--- src/rtl/uart_route_pkg.sv ---
package uart_route_pkg;

    typedef enum logic [1:0] {
        CH_NORMAL    = 2'd0,
        CH_ECHO      = 2'd1,
        CH_LOCAL_LB  = 2'd2,
        CH_REMOTE_LB = 2'd3
    } chan_mode_e;

    localparam int          CTRL_W     = 9;
    localparam logic [8:0]  CTRL_RESET = 9'h128;

    localparam int B_RX_CLR  = 0;
    localparam int B_TX_CLR  = 1;
    localparam int B_RX_EN   = 2;
    localparam int B_RX_DIS  = 3;
    localparam int B_TX_EN   = 4;
    localparam int B_TX_DIS  = 5;
    localparam int B_BRK_ON  = 7;
    localparam int B_BRK_OFF = 8;

    typedef struct packed {
        logic rx_on;
        logic tx_on;
        logic brk;
    } path_state_t;

    typedef struct packed {
        logic to_rx;
        logic to_tx;
    } route_t;

    function automatic logic pair_on(input logic en, input logic dis);
        return en & ~dis;
    endfunction

    function automatic route_t line_route(input chan_mode_e m);
        route_t r;
        r.to_rx = (m == CH_NORMAL) || (m == CH_ECHO);
        r.to_tx = (m == CH_REMOTE_LB) || (m == CH_ECHO);
        return r;
    endfunction

    function automatic route_t host_route(input chan_mode_e m);
        route_t r;
        r.to_rx = (m == CH_LOCAL_LB);
        r.to_tx = (m == CH_NORMAL);
        return r;
    endfunction

endpackage

--- src/rtl/uart_route_ctrl.sv ---
module uart_route_ctrl
    import uart_route_pkg::*;
(
    input  logic              clk,
    input  logic              rst,
    input  logic              wr_en,
    input  logic [CTRL_W-1:0] wr_data,
    output logic [CTRL_W-1:0] ctrl_q,
    output logic              rx_clr,
    output logic              tx_clr,
    output path_state_t       st
);
    logic [CTRL_W-1:0] word_q;

    always_ff @(posedge clk) begin
        if (rst) begin
            word_q <= CTRL_RESET;
            rx_clr <= 1'b0;
            tx_clr <= 1'b0;
        end else begin
            rx_clr <= wr_en & wr_data[B_RX_CLR];
            tx_clr <= wr_en & wr_data[B_TX_CLR];
            if (wr_en) begin
                word_q <= wr_data;
                word_q[B_RX_CLR] <= 1'b0;
                word_q[B_TX_CLR] <= 1'b0;
            end
        end
    end

    assign ctrl_q   = word_q;
    assign st.rx_on = pair_on(word_q[B_RX_EN], word_q[B_RX_DIS]);
    assign st.tx_on = pair_on(word_q[B_TX_EN], word_q[B_TX_DIS]);
    assign st.brk   = pair_on(word_q[B_BRK_ON], word_q[B_BRK_OFF]);
endmodule

--- src/rtl/uart_route_fifo.sv ---
module uart_route_fifo #(
    parameter int DEPTH = 8,
    parameter int W     = 8
) (
    input  logic                         clk,
    input  logic                         rst,
    input  logic                         clr,
    input  logic                         push,
    input  logic [W-1:0]                 push_data,
    input  logic                         pop,
    output logic [W-1:0]                 head,
    output logic                         full,
    output logic                         empty,
    output logic [$clog2(DEPTH+1)-1:0]   level
);
    localparam int AW = (DEPTH > 1) ? $clog2(DEPTH) : 1;
    localparam int LW = $clog2(DEPTH + 1);
    localparam logic [AW-1:0] LAST = AW'(DEPTH - 1);
    localparam logic [LW-1:0] FULL_LVL = LW'(DEPTH);

    logic [W-1:0]  mem [DEPTH];
    logic [AW-1:0] wp, rp;
    logic [LW-1:0] cnt;
    logic          do_push, do_pop;

    assign full    = (cnt == FULL_LVL);
    assign empty   = (cnt == '0);
    assign do_push = push & ~full;
    assign do_pop  = pop & ~empty;

    always_ff @(posedge clk) begin
        if (rst || clr) begin
            wp  <= '0;
            rp  <= '0;
            cnt <= '0;
        end else begin
            if (do_push) begin
                mem[wp] <= push_data;
                wp      <= (wp == LAST) ? '0 : wp + 1'b1;
            end
            if (do_pop)
                rp <= (rp == LAST) ? '0 : rp + 1'b1;
            case ({do_push, do_pop})
                2'b10:   cnt <= cnt + 1'b1;
                2'b01:   cnt <= cnt - 1'b1;
                default: cnt <= cnt;
            endcase
        end
    end

    assign head  = mem[rp];
    assign level = cnt;
endmodule

--- src/rtl/uart_route_steer.sv ---
module uart_route_steer
    import uart_route_pkg::*;
#(
    parameter int W = 8
) (
    input  chan_mode_e  mode,
    input  path_state_t st,
    input  logic        line_valid,
    input  logic [W-1:0] line_data,
    input  logic        line_break,
    input  logic        host_wr_en,
    input  logic [W-1:0] host_wr_data,
    input  logic        rx_full,
    input  logic        tx_full,
    output logic        line_ready,
    output logic        rx_push,
    output logic [W-1:0] rx_push_data,
    output logic        tx_push,
    output logic [W-1:0] tx_push_data,
    output logic        rx_ovr_hit,
    output logic        tx_ovf_hit
);
    route_t       lr, hr;
    logic [W-1:0] lbyte;
    logic         line_rx, line_tx, host_rx, host_tx;

    always_comb begin
        lr         = line_route(mode);
        hr         = host_route(mode);
        lbyte      = line_break ? '0 : line_data;
        line_ready = ~(lr.to_rx & rx_full) & ~(lr.to_tx & tx_full);

        line_rx = line_valid & lr.to_rx & st.rx_on;
        line_tx = line_valid & lr.to_tx & st.tx_on;
        host_rx = host_wr_en & hr.to_rx & st.rx_on;
        host_tx = host_wr_en & hr.to_tx & st.tx_on;

        rx_push      = (line_rx & line_ready) | (host_rx & ~rx_full);
        rx_push_data = line_rx ? lbyte : host_wr_data;
        tx_push      = (line_tx & line_ready) | (host_tx & ~tx_full);
        tx_push_data = line_tx ? lbyte : host_wr_data;

        rx_ovr_hit = (line_rx | host_rx) & rx_full;
        tx_ovf_hit = (line_tx | host_tx) & tx_full;
    end
endmodule

--- src/rtl/uart_route_top.sv ---
module uart_route_top
    import uart_route_pkg::*;
#(
    parameter int RX_DEPTH = 8,
    parameter int TX_DEPTH = 8
) (
    input  logic                            clk,
    input  logic                            rst,
    input  logic                            ctrl_wr_en,
    input  logic [8:0]                      ctrl_wr_data,
    output logic [8:0]                      ctrl_q,
    input  logic [1:0]                      mode,
    input  logic                            host_wr_en,
    input  logic [7:0]                      host_wr_data,
    input  logic                            host_rd_en,
    output logic [7:0]                      host_rd_data,
    input  logic                            line_valid,
    input  logic [7:0]                      line_data,
    input  logic                            line_break,
    output logic                            line_ready,
    output logic                            tx_valid,
    output logic [7:0]                      tx_data,
    input  logic                            tx_pop,
    output logic                            break_req,
    output logic                            rx_overrun_evt,
    output logic                            tx_overflow_evt,
    output logic [$clog2(RX_DEPTH+1)-1:0]   rx_level,
    output logic [$clog2(TX_DEPTH+1)-1:0]   tx_level
);
    localparam int W = 8;

    path_state_t st;
    logic        rx_clr, tx_clr;
    logic        rx_push, tx_push, rx_full, tx_full, rx_empty, tx_empty;
    logic [W-1:0] rx_push_data, tx_push_data, rx_head;
    logic        rx_ovr_hit, tx_ovf_hit, rx_pop;

    uart_route_ctrl u_ctrl (
        .clk(clk), .rst(rst), .wr_en(ctrl_wr_en), .wr_data(ctrl_wr_data),
        .ctrl_q(ctrl_q), .rx_clr(rx_clr), .tx_clr(tx_clr), .st(st)
    );

    uart_route_steer #(.W(W)) u_steer (
        .mode(chan_mode_e'(mode)), .st(st),
        .line_valid(line_valid), .line_data(line_data), .line_break(line_break),
        .host_wr_en(host_wr_en), .host_wr_data(host_wr_data),
        .rx_full(rx_full), .tx_full(tx_full), .line_ready(line_ready),
        .rx_push(rx_push), .rx_push_data(rx_push_data),
        .tx_push(tx_push), .tx_push_data(tx_push_data),
        .rx_ovr_hit(rx_ovr_hit), .tx_ovf_hit(tx_ovf_hit)
    );

    uart_route_fifo #(.DEPTH(RX_DEPTH), .W(W)) u_rx_fifo (
        .clk(clk), .rst(rst), .clr(rx_clr), .push(rx_push),
        .push_data(rx_push_data), .pop(rx_pop), .head(rx_head),
        .full(rx_full), .empty(rx_empty), .level(rx_level)
    );

    uart_route_fifo #(.DEPTH(TX_DEPTH), .W(W)) u_tx_fifo (
        .clk(clk), .rst(rst), .clr(tx_clr), .push(tx_push),
        .push_data(tx_push_data), .pop(tx_pop), .head(tx_data),
        .full(tx_full), .empty(tx_empty), .level(tx_level)
    );

    assign rx_pop    = host_rd_en & st.rx_on & ~rx_empty;
    assign tx_valid  = ~tx_empty;
    assign break_req = st.brk;

    always_ff @(posedge clk) begin
        if (rst) begin
            host_rd_data    <= '0;
            rx_overrun_evt  <= 1'b0;
            tx_overflow_evt <= 1'b0;
        end else begin
            host_rd_data    <= rx_pop ? rx_head : '0;
            rx_overrun_evt  <= rx_ovr_hit;
            tx_overflow_evt <= tx_ovf_hit;
        end
    end
endmodule

--- config.mk ---
export PLATFORM = sky130hd
export DESIGN_NAME = uart_route_top
export DESIGN_NICKNAME = d
export VERILOG_FILES = /design/src/rtl/uart_route_pkg.sv /design/src/rtl/uart_route_ctrl.sv /design/src/rtl/uart_route_fifo.sv /design/src/rtl/uart_route_steer.sv /design/src/rtl/uart_route_top.sv
export SDC_FILE = /design/constraint.sdc
export NUM_CORES = 1
export LEC_CHECK = 0
export BUFFER_PORTS_ARGS = -buffer_cell sky130_fd_sc_hd__buf_2
export CAP_MARGIN = 25
export CORE_UTILIZATION = 48
export CTS_CLUSTER_DIAMETER = 100
export DETAILED_ROUTE_END_ITERATION = 8
export PLACE_DENSITY_LB_ADDON = 0.1
export SYNTH_ARGS = -nofsm -noshare
export SYNTH_HDL_FRONTEND = slang
export SYNTH_SLANG_ARGS = --single-unit
--- constraint.sdc ---
create_clock -name clk -period 2.7 [get_ports clk]
set_clock_uncertainty 0.15 [all_clocks]
set_input_delay 0.54 -clock clk [delete_from_list [all_inputs] [get_ports clk]]
set_output_delay 0.54 -clock clk [all_outputs]
set_load 0.05 [all_outputs]
==> out/qor.yml, run 1 <==
ff2ff_path_depth: 10
grt_overflow: 0
avgViaCountPerCell: 5.38
setup_slack_ns: 0.0572
syn_to_final_growth_pct: 20.8
leakage_nw: 3.03
hold_viol: 0
synth_common_cells: "edfxtp_1, dfxtp_1, nor2_1"
async_flop_share_pct: 0
start_util_pct: 49.9
nets: 612
relSlewSlack_pct: 32.9
slowest_delay_ns: 0.50
p_per_area_mw_per_mm2: 610
switching_power_mw: 1.03
synth_cells: 458
synthXorXnorAreaFrac_pct: 0.498
syn_area_mm2: 0.00704
netlist_top_cells_area: "edfxtp_1, dfxtp_1, mux4_2"
cts_sinks: 170
port_buffers: 70
p_int_mw: 4.16
dpl.cell_count: 721
yosysWarnings: 0
period_minus_slack_ns: 2.64
synth_area_leader_cell: "edfxtp_1"
row_count: 43
gp_congestion: 0.827
layout.cells.non_filler: 753
antenna_found_initial: 0
drt-initial-drc-count: 282
wl_per_cell_um: 18.1
worst_pin_slew_ns: 0.996
p_comb_share_pct: 3.7
grt_setup_unrepaired: "no"
setup.worst_path.start_class: "register"
cts-root-buf: "clkbuf_16"
die_x_um: 123
fmax_mhz: 378
core_mm2: 0.0141
r2r-end: "u_tx_fifo.level[3]$_SDFFE_PP0P_"
maxSlewViolCount: 0
grt_first_pass_wirelength_um: 21400
yosysTopAreaCellShare_pct: 54.6
ctsHtreeMaxLevel: 4
end_kind: "output port"
timing.final.crit_share_pct: 97.9
diodes: 0
r2r_slack_ns: 0.20
setup_viol: 0
grt_max_degree: 18
tritoncts: "done"
place_area_mm2: 0.00790
crit_path_top_delay_cell: "mux4_2"
hold_class: "in2reg"
synth_compound_area_share_pct: 4.14
die_h_um: 123
synth-edff-count: 128
grt_pass1_vias: 4141
routed_wl_um: 13700
vias: 4054
hold-worst-slack_ns: 0.169
yosysSeqAreaShare_pct: 66.5
synth-main-ff-cell: "edfxtp_1"
dpl.hpwl_um: 8970
synth_fa_ha_area_share_pct: 3.06
synth_top_family_by_area: "multiplexers"
clock_power_share_pct: 41.9
p_seq_share_pct: 54.4
synth-seq-cells: 170
cts-buffers-inserted: 17
fin_area_mm2: 0.00851
grt_usage_pct: 19.8
cts_buffer_depth: 2
critPathMaxFanout: 8
io_pins: 73
criticalPathCategory: "reg2out"
maxCapViolCount: 0
r2r_start: "u_tx_fifo.level[3]$_SDFFE_PP0P_"
swShare_pct: 19.8
worstPathArrival_ns: 1.95
die-area_mm2: 0.0152
synth-simple-area-share_pct: 9.37
endpoint: "tx_data[4]"
ant_nets: 0
ys_types: 44
clk_latency_ns: 0.42
syn_avg_cell_area_um2: 15.4
layout-drive-gt1-share_pct: 34.4
drcViolationCount: 0
path_cells: "buf_12, mux4_2, mux2_2, buf_2"
crit_cells: 4
cpLargestDelayFamily: "multiplexers"
cp.required_ns: 2.01
worst-path-buf-inv: 2
cts.clk_slew.worst_paths_ns: 0.06
pre_cts_slack_ns: -0.104
outcome: "finished, final reports clean"
firstDrtPassIters: 4
synthMuxAreaShare_pct: 14.2
yosysMostFrequentCell: "edfxtp_1"
vdd_drop_max_v: 0.000449
[how the worst min path moves through the flow]
stage | start | to | slack [ns] | depth (start not counted)
2_1_floorplan | u_tx_fifo.rp[1]$_SDFFE_PP0N_ | register | 0.30 | 2
3_3_place_gp | u_tx_fifo.rp[1]$_SDFFE_PP0N_ | u_tx_fifo.rp[1]$_SDFFE_PP0N_ | 0.32 | 2
3_5_place_dp | u_tx_fifo.rp[2]$_SDFFE_PP0N_ | u_tx_fifo.rp[2]$_SDFFE_PP0N_ | 0.33 | 2
4_1_cts | ctrl_wr_data[8] | u_ctrl.ctrl_q[8]$_SDFFE_PP1P_ | 0.15 | 2
5_1_grt | ctrl_wr_data[5] | u_ctrl.ctrl_q[5]$_SDFFE_PP1P_ | 0.16 | 2
6_report | ctrl_wr_data[8] | u_ctrl.ctrl_q[8]$_SDFFE_PP1P_ | 0.17 | 2
[power groups by stage]
stage	combinational, mW	sequential (mW)	clock (mW)
detailed placement	0.191	2.88	0
floorplan	0.0948	2.91	0
finish	0.192	2.83	2.17
global route	0.210	2.83	2.32
CTS	0.194	2.83	2.23
global placement	0.186	2.88	0
[cell families (layout without fill, tap and decap cells)]
| logic type | count (synthesis) | in the layout |
|---|---|---|
| other cells | 1 | 2 |
| buf+inv | 35 | 149 |
| fa+ha+maj | 16 | 16 |
| mux | 59 | 59 |
| flops | 170 | 170 |
| xor+xnor | 4 | 4 |
| simple gates | 126 | 126 |
| compound gates | 47 | 47 |
[flip-flops by register name (all words and copies together) (netlist names), named ones only]
register,count
tx_overflow_evt,1
host_rd_data,8
u_rx_fifo.wp,3
u_tx_fifo.rp,3
u_ctrl.rx_clr,1
u_tx_fifo.mem,64
u_rx_fifo.level,4
u_rx_fifo.rp,3
u_ctrl.tx_clr,1
u_tx_fifo.wp,3
rx_overrun_evt,1
u_ctrl.ctrl_q,7
u_tx_fifo.level,4
u_rx_fifo.mem,64
[timing repair]
item | in CTS | in global routing
cloned | 1 | 0
hold buffers | 0 | 0
setup endpoints to repair | 2 | 6
setup buffers | 0 | 0
gates resized for setup | 13 | 8
[metal layers]
layer / GRT usage (%) / up-vias / share of wire [%]
li1: - / 1942 / -
met1: 26.1 / 1978 / 45
met2: 31.2 / 118 / 46
met3: 5.72 / 16 / 7.1
met4: 7.38 / 0 / 1.6
met5: 0 / - / 0
[per-stage QoR]
step	utilization, %	power, mW	TNS [ns]
6_report	60.3	5.19	0
5_1_grt	60.3	5.36	0
4_1_cts	60.2	5.25	0
3_5_place_dp	56.1	3.07	-0.218
3_3_place_gp	56.1	3.07	-0.0585
2_1_floorplan	-	3.00	-0.0103
[layout make-up]
class                           instances  area, um2
Tap cell                              180        225
Clock inverter                          5       48.8
Timing Repair Buffer                  107        744
Multi-Input combinational cell        254       2280
Clock buffer                           26        469
Fill cell                            1092       5590
Sequential cell                       170       4700
Inverter                               11       41.3
[layout by cell type, fill, tap and decap left out, types with 3 or more instances in the layout]
cell type,instances
buf_12,5
o21ai_0,18
nor3_1,5
a211oi_1,4
a211o_1,5
inv_1,10
or3_1,3
mux2i_1,19
ha_1,11
clkbuf_16,17
buf_4,32
nand2_1,32
or4b_4,3
buf_6,5
nand2b_1,11
clkinv_2,3
nand3_1,5
dfxtp_2,8
buf_2,64
nor2_1,37
and3_1,4
nor2b_1,4
edfxtp_1,128
a21oi_1,12
dfxtp_1,33
xor2_1,4
mux2_2,8
clkbuf_1,8
mux4_2,32
Note: power is estimated with default switching activity, not from simulation.
==> run 2, diff against run 1 <==
--- a/config.mk
+++ b/config.mk
@@ -11,6 +11,7 @@
 export CTS_CLUSTER_DIAMETER = 100
 export DETAILED_ROUTE_END_ITERATION = 8
 export PLACE_DENSITY_LB_ADDON = 0.1
+export SETUP_SLACK_MARGIN = 0.4
 export SYNTH_ARGS = -nofsm -noshare
 export SYNTH_HDL_FRONTEND = slang
 export SYNTH_SLANG_ARGS = --single-unit
==> run 2 against run 1 <==
Critical path depth unchanged. Largest cell class unchanged. Sequential share of layout area fell by 2.1 points. Cell area is 4.4% higher. Sequential power about the same. Via count up 1.4%. Global-route usage is 0.082 points higher. Cell count increased by 1.1%. Maximum frequency rose by 0.41%.
==> out/qor.yml, run 2 (synthesis results as in run 1) <==
ctsHtreeMaxLevel: 4  # unchanged
dpl.hpwl_um: 9340  # was 8970 um
setup.worst_path.start_class: "register"  # unchanged
cp.required_ns: 2.01  # about the same
vdd_drop_max_v: 0.000465  # was 0.000449 V
layout-drive-gt1-share_pct: 40.4  # was 34.4%
ant_nets: 0  # unchanged
hold_viol: 0  # unchanged
slowest_delay_ns: 0.52  # was 0.50 ns
gp_congestion: 0.827  # about the same
swShare_pct: 19.8  # about the same
relSlewSlack_pct: 36.1  # was 32.9%
wl_per_cell_um: 18.3  # was 18.1 um
io_pins: 73  # unchanged
hold_start: "ctrl_wr_data[5]"  # was ctrl_wr_data[8]
routed_wl_um: 13900  # was 13700 um
pre_cts_slack_ns: -0.110  # was -0.104 ns
drcViolationCount: 0  # unchanged
criticalPathCategory: "reg2out"  # unchanged
r2r-end: "u_tx_fifo.level[1]$_SDFFE_PP0P_"  # was u_tx_fifo.level[3]$_SDFFE_PP0P_
grt_overflow: 0  # unchanged
nets: 620  # was 612
setup_viol: 0  # unchanged
cts.clk_slew.worst_paths_ns: 0.06  # about the same
clk_latency_ns: 0.41  # was 0.42 ns
grt_max_degree: 20  # was 18
die_h_um: 123  # unchanged
diodes: 0  # unchanged
core_mm2: 0.0141  # unchanged
switching_power_mw: 1.05  # was 1.03 mW
avgViaCountPerCell: 5.40  # was 5.38
hold_class: "in2reg"  # unchanged
period_minus_slack_ns: 2.63  # was 2.64 ns
firstDrtPassIters: 4  # unchanged
outcome: "finished, final reports clean"  # unchanged
min_path_cells: 2  # unchanged
syn_to_final_growth_pct: 26.1  # was 20.8%
maxSlewViolCount: 0  # unchanged
maxCapViolCount: 0  # unchanged
p_seq_share_pct: 52.9  # was 54.4%
drt-initial-drc-count: 346  # was 282
critPathMaxFanout: 8  # unchanged
die-area_mm2: 0.0152  # unchanged
crit_path_top_delay_cell: "mux4_2"  # unchanged
p_comb_share_pct: 3.8  # was 3.7%
leakage_nw: 3.17  # was 3.03 nW
tritoncts: "done"  # unchanged
worst_pin_slew_ns: 0.948  # was 0.996 ns
ff2ff_path_depth: 10  # unchanged
grt_usage_pct: 19.9  # was 19.8%
cts-buffers-inserted: 17  # unchanged
port_buffers: 70  # unchanged
fmax_mhz: 380  # was 378 MHz
end_kind: "output port"  # unchanged
r2r_slack_ns: 0.26  # was 0.20 ns
row_count: 43  # unchanged
worstPathArrival_ns: 1.94  # was 1.95 ns
final_common_cell: "edfxtp_1"  # unchanged
cts_buffer_depth: 2  # unchanged
setup_slack_ns: 0.0681  # was 0.0572 ns
start_util_pct: 49.9  # unchanged
grt_first_pass_wirelength_um: 21800  # was 21400 um
fin_setup_tns_ns: 0  # unchanged
antenna_found_initial: 0  # unchanged
timing.final.crit_share_pct: 97.5  # was 97.9%
cts_sinks: 170  # unchanged
p_int_mw: 4.28  # was 4.16 mW
die_x_um: 123  # unchanged
grt_setup_unrepaired: "yes"  # was no
cts-root-buf: "clkbuf_16"  # unchanged
r2r_start: "u_rx_fifo.level[0]$_SDFFE_PP0P_"  # was u_tx_fifo.level[3]$_SDFFE_PP0P_
vias: 4111  # was 4054
layout_common_cells: "edfxtp_1, buf_2, nor2_1"  # unchanged
grt_pass1_vias: 4141  # unchanged
holdPathEnd: "u_ctrl.ctrl_q[5]$_SDFFE_PP1P_"  # was u_ctrl.ctrl_q[8]$_SDFFE_PP1P_
path_cells: "buf_12, mux4_2, mux2_2, buf_6"  # was buf_12, mux4_2, mux2_2, buf_2
top_regs: "u_rx_fifo.mem (64), u_tx_fifo.mem (64), host_rd_data (8)"  # unchanged
p_per_area_mw_per_mm2: 601  # was 610 mW/mm2
clock_power_share_pct: 43.3  # was 41.9%
==> run 2: cell types whose count changed in the layout (fill, tap and decap cells not counted), moves of 4 or more <==
cell	change
o21ai_0	-8
o21ai_1	+7
buf_6	+6
dfxtp_4	+6
clkbuf_1	-5
buf_12	+4
buf_2	-4
nor3_1	-4
==> run 2: worst max-delay path, delay by kind of cell (launching register included) <==
kind	cells	cell delay [ns]
muxes	2	0.82
DFF	1	0.39
buffers and inverters	2	0.31
==> run 2: area by class of cell <==
cell class,count,area (um2)
Timing Repair Buffer,115,887
Clock inverter,9,98.8
Clock buffer,22,464
Fill cell,1060,5220
Tap cell,180,225
Inverter,11,41.3
Multi-Input combinational cell,254,2440
Sequential cell,170,4720
==> run 2: through the flow <==
step | area, um2 | hold WS, ns | utilization (%) | std cells | total power [mW]
floorplan | 7240 | 0.304 | - | 459 | 3.00
global placement | 8070 | 0.326 | 57.3 | 721 | 3.07
detailed placement | 8070 | 0.334 | 57.3 | 721 | 3.07
CTS | 8830 | 0.168 | 62.6 | 761 | 5.38
global route | 8880 | 0.167 | 63.0 | 761 | 5.51
finish | 8880 | 0.184 | 63.0 | 761 | 5.33
==> run 2: metal layers <==
| metal | GRT usage (%) | wire length [um] | vias up |
|---|---|---|---|
| met4 | 5.50 | 87 | 0 |
| met1 | 26.7 | 6270 | 2036 |
| li1 | - | - | 1961 |
| met3 | 5.44 | 753 | 7 |
| met2 | 32.0 | 6840 | 107 |
| met5 | 0 | 0 | - |
==> run 2: repair_timing <==
item,in CTS,in global routing
cloned,1,0
hold buffers,0,0
endpoints found under the setup margin,71,32
pin swaps,11,2
buffers inserted,8,0
resized for setup,42,9
hold endpoints to repair,0,0
==> run 2: how the worst max path moves through the flow <==
stage | startpoint | end | slack, ns | cells after the start
global placement | mode[0] | u_tx_fifo.level[3]$_SDFFE_PP0P_ | -0.05 | 11
CTS | register | tx_data[7] | 0.04 | 4
global route | register | tx_data[7] | 0.02 | 4
finish | register | tx_data[7] | 0.07 | 4
floorplan | mode[0] | u_tx_fifo.level[3]$_SDFFE_PP0P_ | 0.009 | 10
detailed placement | mode[0] | u_tx_fifo.level[3]$_SDFFE_PP0P_ | -0.11 | 11
==> run 2: power by group through the flow <==
| stage | combinational (mW) | clock, mW | sequential (mW) |
|---|---|---|---|
| floorplan | 0.0972 | 0 | 2.90 |
| global placement | 0.191 | 0 | 2.88 |
| detailed placement | 0.197 | 0 | 2.88 |
| CTS | 0.205 | 2.36 | 2.82 |
| global route | 0.223 | 2.47 | 2.82 |
| finish | 0.204 | 2.31 | 2.82 |
==> run 3, diff against run 2 <==
--- a/config.mk
+++ b/config.mk
@@ -10,7 +10,8 @@
 export CORE_UTILIZATION = 48
 export CTS_CLUSTER_DIAMETER = 100
 export DETAILED_ROUTE_END_ITERATION = 8
-export PLACE_DENSITY_LB_ADDON = 0.1
+export PLACE_DENSITY_LB_ADDON = 0.2
+export RECOVER_POWER = 25
 export SETUP_SLACK_MARGIN = 0.4
 export SYNTH_ARGS = -nofsm -noshare
 export SYNTH_HDL_FRONTEND = slang
==> constraint.sdc (replaced) <==
create_clock -name clk -period 2.3 [get_ports clk]
set_clock_uncertainty 0.15 [all_clocks]
set_input_delay 0.46 -clock clk [delete_from_list [all_inputs] [get_ports clk]]
set_output_delay 0.46 -clock clk [all_outputs]
set_load 0.05 [all_outputs]
==> run 3 against run 2 <==
Cell count grew 3.9%. Sequential share of layout area is 3.4 points lower. First-iteration DRC count is 14% lower. Die area did not move. Worst setup slack got worse by 0.30 ns. Non-clock buffer count increased by 31. Sequential power rose by 17%. Core utilization grew 4.4 points. The flow now finishes with violations (setup timing). Clock power grew 21%. Wire length increased by 6.2%. Highest routed layer unchanged.
==> out/qor.yml, run 3 (synthesis results as in run 1) <==
row_count: 43  # unchanged
p_seq_share_pct: 51.9  # was 52.9%
maxSlewViolCount: 0  # unchanged
postCtsHoldBufs: 0  # unchanged
place_area_mm2: 0.00850  # was 0.00807 mm2
path_cells: "buf_12, mux4_2, mux2_4, buf_6"  # was buf_12, mux4_2, mux2_2, buf_6
firstDrtPassIters: 6  # was 4
cts-buffers-inserted: 17  # unchanged
ctsHtreeMaxLevel: 4  # unchanged
cts_buffer_depth: 2  # unchanged
register_area_mm2: 0.00472  # about the same
cts_sinks: 170  # unchanged
critPathMaxFanout: 8  # unchanged
cts-root-buf: "clkbuf_16"  # unchanged
crit_path_top_delay_cell: "mux4_2"  # unchanged
cp.required_ns: 1.69  # was 2.01 ns
top_regs: "u_rx_fifo.mem (64), u_tx_fifo.mem (64), host_rd_data (8)"  # unchanged
timing.final.crit_share_pct: 110
fin_setup_tns_ns: -6.27  # was 0 ns
io_pins: 73  # unchanged
criticalPathCategory: "reg2out"  # unchanged
antenna_found_initial: 0  # unchanged
setup_viol: 80  # was 0
vdd_drop_max_v: 0.000415  # was 0.000465 V
p_int_mw: 5.11  # was 4.28 mW
port_buffers: 70  # unchanged
fin_area_mm2: 0.00949  # was 0.00888 mm2
clk_latency_ns: 0.42  # was 0.41 ns
nets: 651  # was 620
end_kind: "output port"  # unchanged
multi_input_area_mm2: 0.00266  # was 0.00244 mm2
layout_common_cells: "edfxtp_1, buf_2, buf_4"  # was edfxtp_1, buf_2, nor2_1
die_x_um: 123  # unchanged
violations: "setup timing"
swShare_pct: 19.9  # was 19.8%
avgViaCountPerCell: 5.40  # about the same
p_comb_share_pct: 4.2  # was 3.8%
grt_setup_unrepaired: "yes"  # unchanged
grt_usage_pct: 21.3  # was 19.9%
wl_per_cell_um: 18.7  # was 18.3 um
tritoncts: "done"  # unchanged
leakage_nw: 3.34  # was 3.17 nW
slowest_delay_ns: 0.50  # was 0.52 ns
layout.cells.non_filler: 791  # was 761
diodes: 0  # unchanged
final_common_cell: "edfxtp_1"  # unchanged
dpl.hpwl_um: 9660  # was 9340 um
vias: 4271  # was 4111
hold_class: "in2reg"  # unchanged
drcViolationCount: 0  # unchanged
grt_max_degree: 18  # was 20
grt_pass1_vias: 4380  # was 4141
setup.worst_path.start_class: "register"  # unchanged
ant_nets: 0  # unchanged
nFillCells: 971  # was 1060
clock_power_share_pct: 43.9  # was 43.3%
layout-drive-gt1-share_pct: 44.5  # was 40.4%
p_per_area_mw_per_mm2: 672  # was 601 mW/mm2
die-area_mm2: 0.0152  # unchanged
start_util_pct: 49.9  # unchanged
grt_overflow: 0  # unchanged
worstPathArrival_ns: 1.92  # was 1.94 ns
grt_first_pass_wirelength_um: 23100  # was 21800 um
core_mm2: 0.0141  # unchanged
setup_slack_ns: -0.230  # was 0.0681 ns
fmax_mhz: 395
maxCapViolCount: 0  # unchanged
relSlewSlack_pct: 57.3  # was 36.1%
hold_viol: 0  # unchanged
syn_to_final_growth_pct: 34.8  # was 26.1%
worst-path-buf-inv: 2  # unchanged
dpl.cell_count: 741  # was 721
die_h_um: 123  # unchanged
outcome: "finished, violations left"  # was finished, final reports clean
period_minus_slack_ns: 2.53
cts.clk_slew.worst_paths_ns: 0.06  # about the same
routed_wl_um: 14800  # was 13900 um
cpLargestDelayFamily: "multiplexers"  # unchanged
drt-initial-drc-count: 297  # was 346
gp_congestion: 0.770  # was 0.827
worst_pin_slew_ns: 0.643  # was 0.948 ns
switching_power_mw: 1.27  # was 1.05 mW
run 3: changes by cell type in the layout (fill, tap and decap cells not counted), moves of 4 or more:
cell      previous run  this run
nor2_1              36        32
buf_12               9        16
buf_6               11        27
nor2_4               1         5
and3_1               4         0
buf_2               60        41
mux2_4               0         8
clkbuf_1             3        22
o21ai_0             10         1
and3_4               0         4
o21ai_2              1         7
mux2_2               8         0
run 3: final timing paths:
kind	endpoint	cells past startpoint	startpoint	slack [ns]
setup / recovery	tx_data[7]	4	register	-0.23
setup reg to reg	u_tx_fifo.mem[1][1]$_DFFE_PP_	10	u_ctrl.ctrl_q[5]$_SDFFE_PP1P_	-0.15
hold reg to reg	register	2	u_tx_fifo.rp[2]$_SDFFE_PP0N_	0.34
hold / removal	u_ctrl.ctrl_q[8]$_SDFFE_PP1P_	2	ctrl_wr_data[8]	0.09
run 3: layout make-up:
| type | instances | area share, % |
|---|---|---|
| Clock buffer | 21 | 4.75 |
| Sequential cell | 170 | 49.7 |
| Tap cell | 180 | 2.37 |
| Timing Repair Buffer | 146 | 13.3 |
| Inverter | 11 | 0.435 |
| Clock inverter | 9 | 1.32 |
| Multi-Input combinational cell | 254 | 28.1 |
run 3: power groups by stage:
| stage | logic [mW] | registers, mW | clock network [mW] |
|---|---|---|---|
| final | 0.267 | 3.31 | 2.80 |
| after global routing | 0.289 | 3.31 | 2.97 |
| after CTS | 0.264 | 3.31 | 2.84 |
| after global placement | 0.244 | 3.38 | 0 |
| after floorplan | 0.127 | 3.41 | 0 |
| after detailed placement | 0.251 | 3.38 | 0 |
run 3: per-stage QoR:
| stage | worst slack (ns) | hold WS (ns) | utilization, % | power [mW] |
|---|---|---|---|---|
| global route | -0.284 | 0.0918 | 67.3 | 6.57 |
| floorplan | -0.320 | 0.304 | - | 3.53 |
| CTS | -0.257 | 0.0736 | 66.6 | 6.42 |
| detailed placement | -0.387 | 0.331 | 60.3 | 3.63 |
| finish | -0.230 | 0.0927 | 67.3 | 6.38 |
| global placement | -0.348 | 0.320 | 60.3 | 3.62 |
run 3: what timing repair did:
action	4_1_cts	5_1_grt
gates cloned	1	0
hold endpoints to repair	0	0
pin swaps	19	19
setup endpoints to repair	210	162
resized for setup	63	25
setup buffers	9	10
run 3: metal layers:
| metal | part of all wire, % | routed length [um] | vias up | GRT usage (%) |
|---|---|---|---|---|
| met5 | 0 | 0 | - | 0 |
| met1 | 40 | 5980 | 2113 | 26.1 |
| met2 | 52 | 7700 | 125 | 36.5 |
| met3 | 6.9 | 1020 | 8 | 6.18 |
| li1 | - | - | 2025 | - |
| met4 | 0.74 | 110 | 0 | 6.85 |
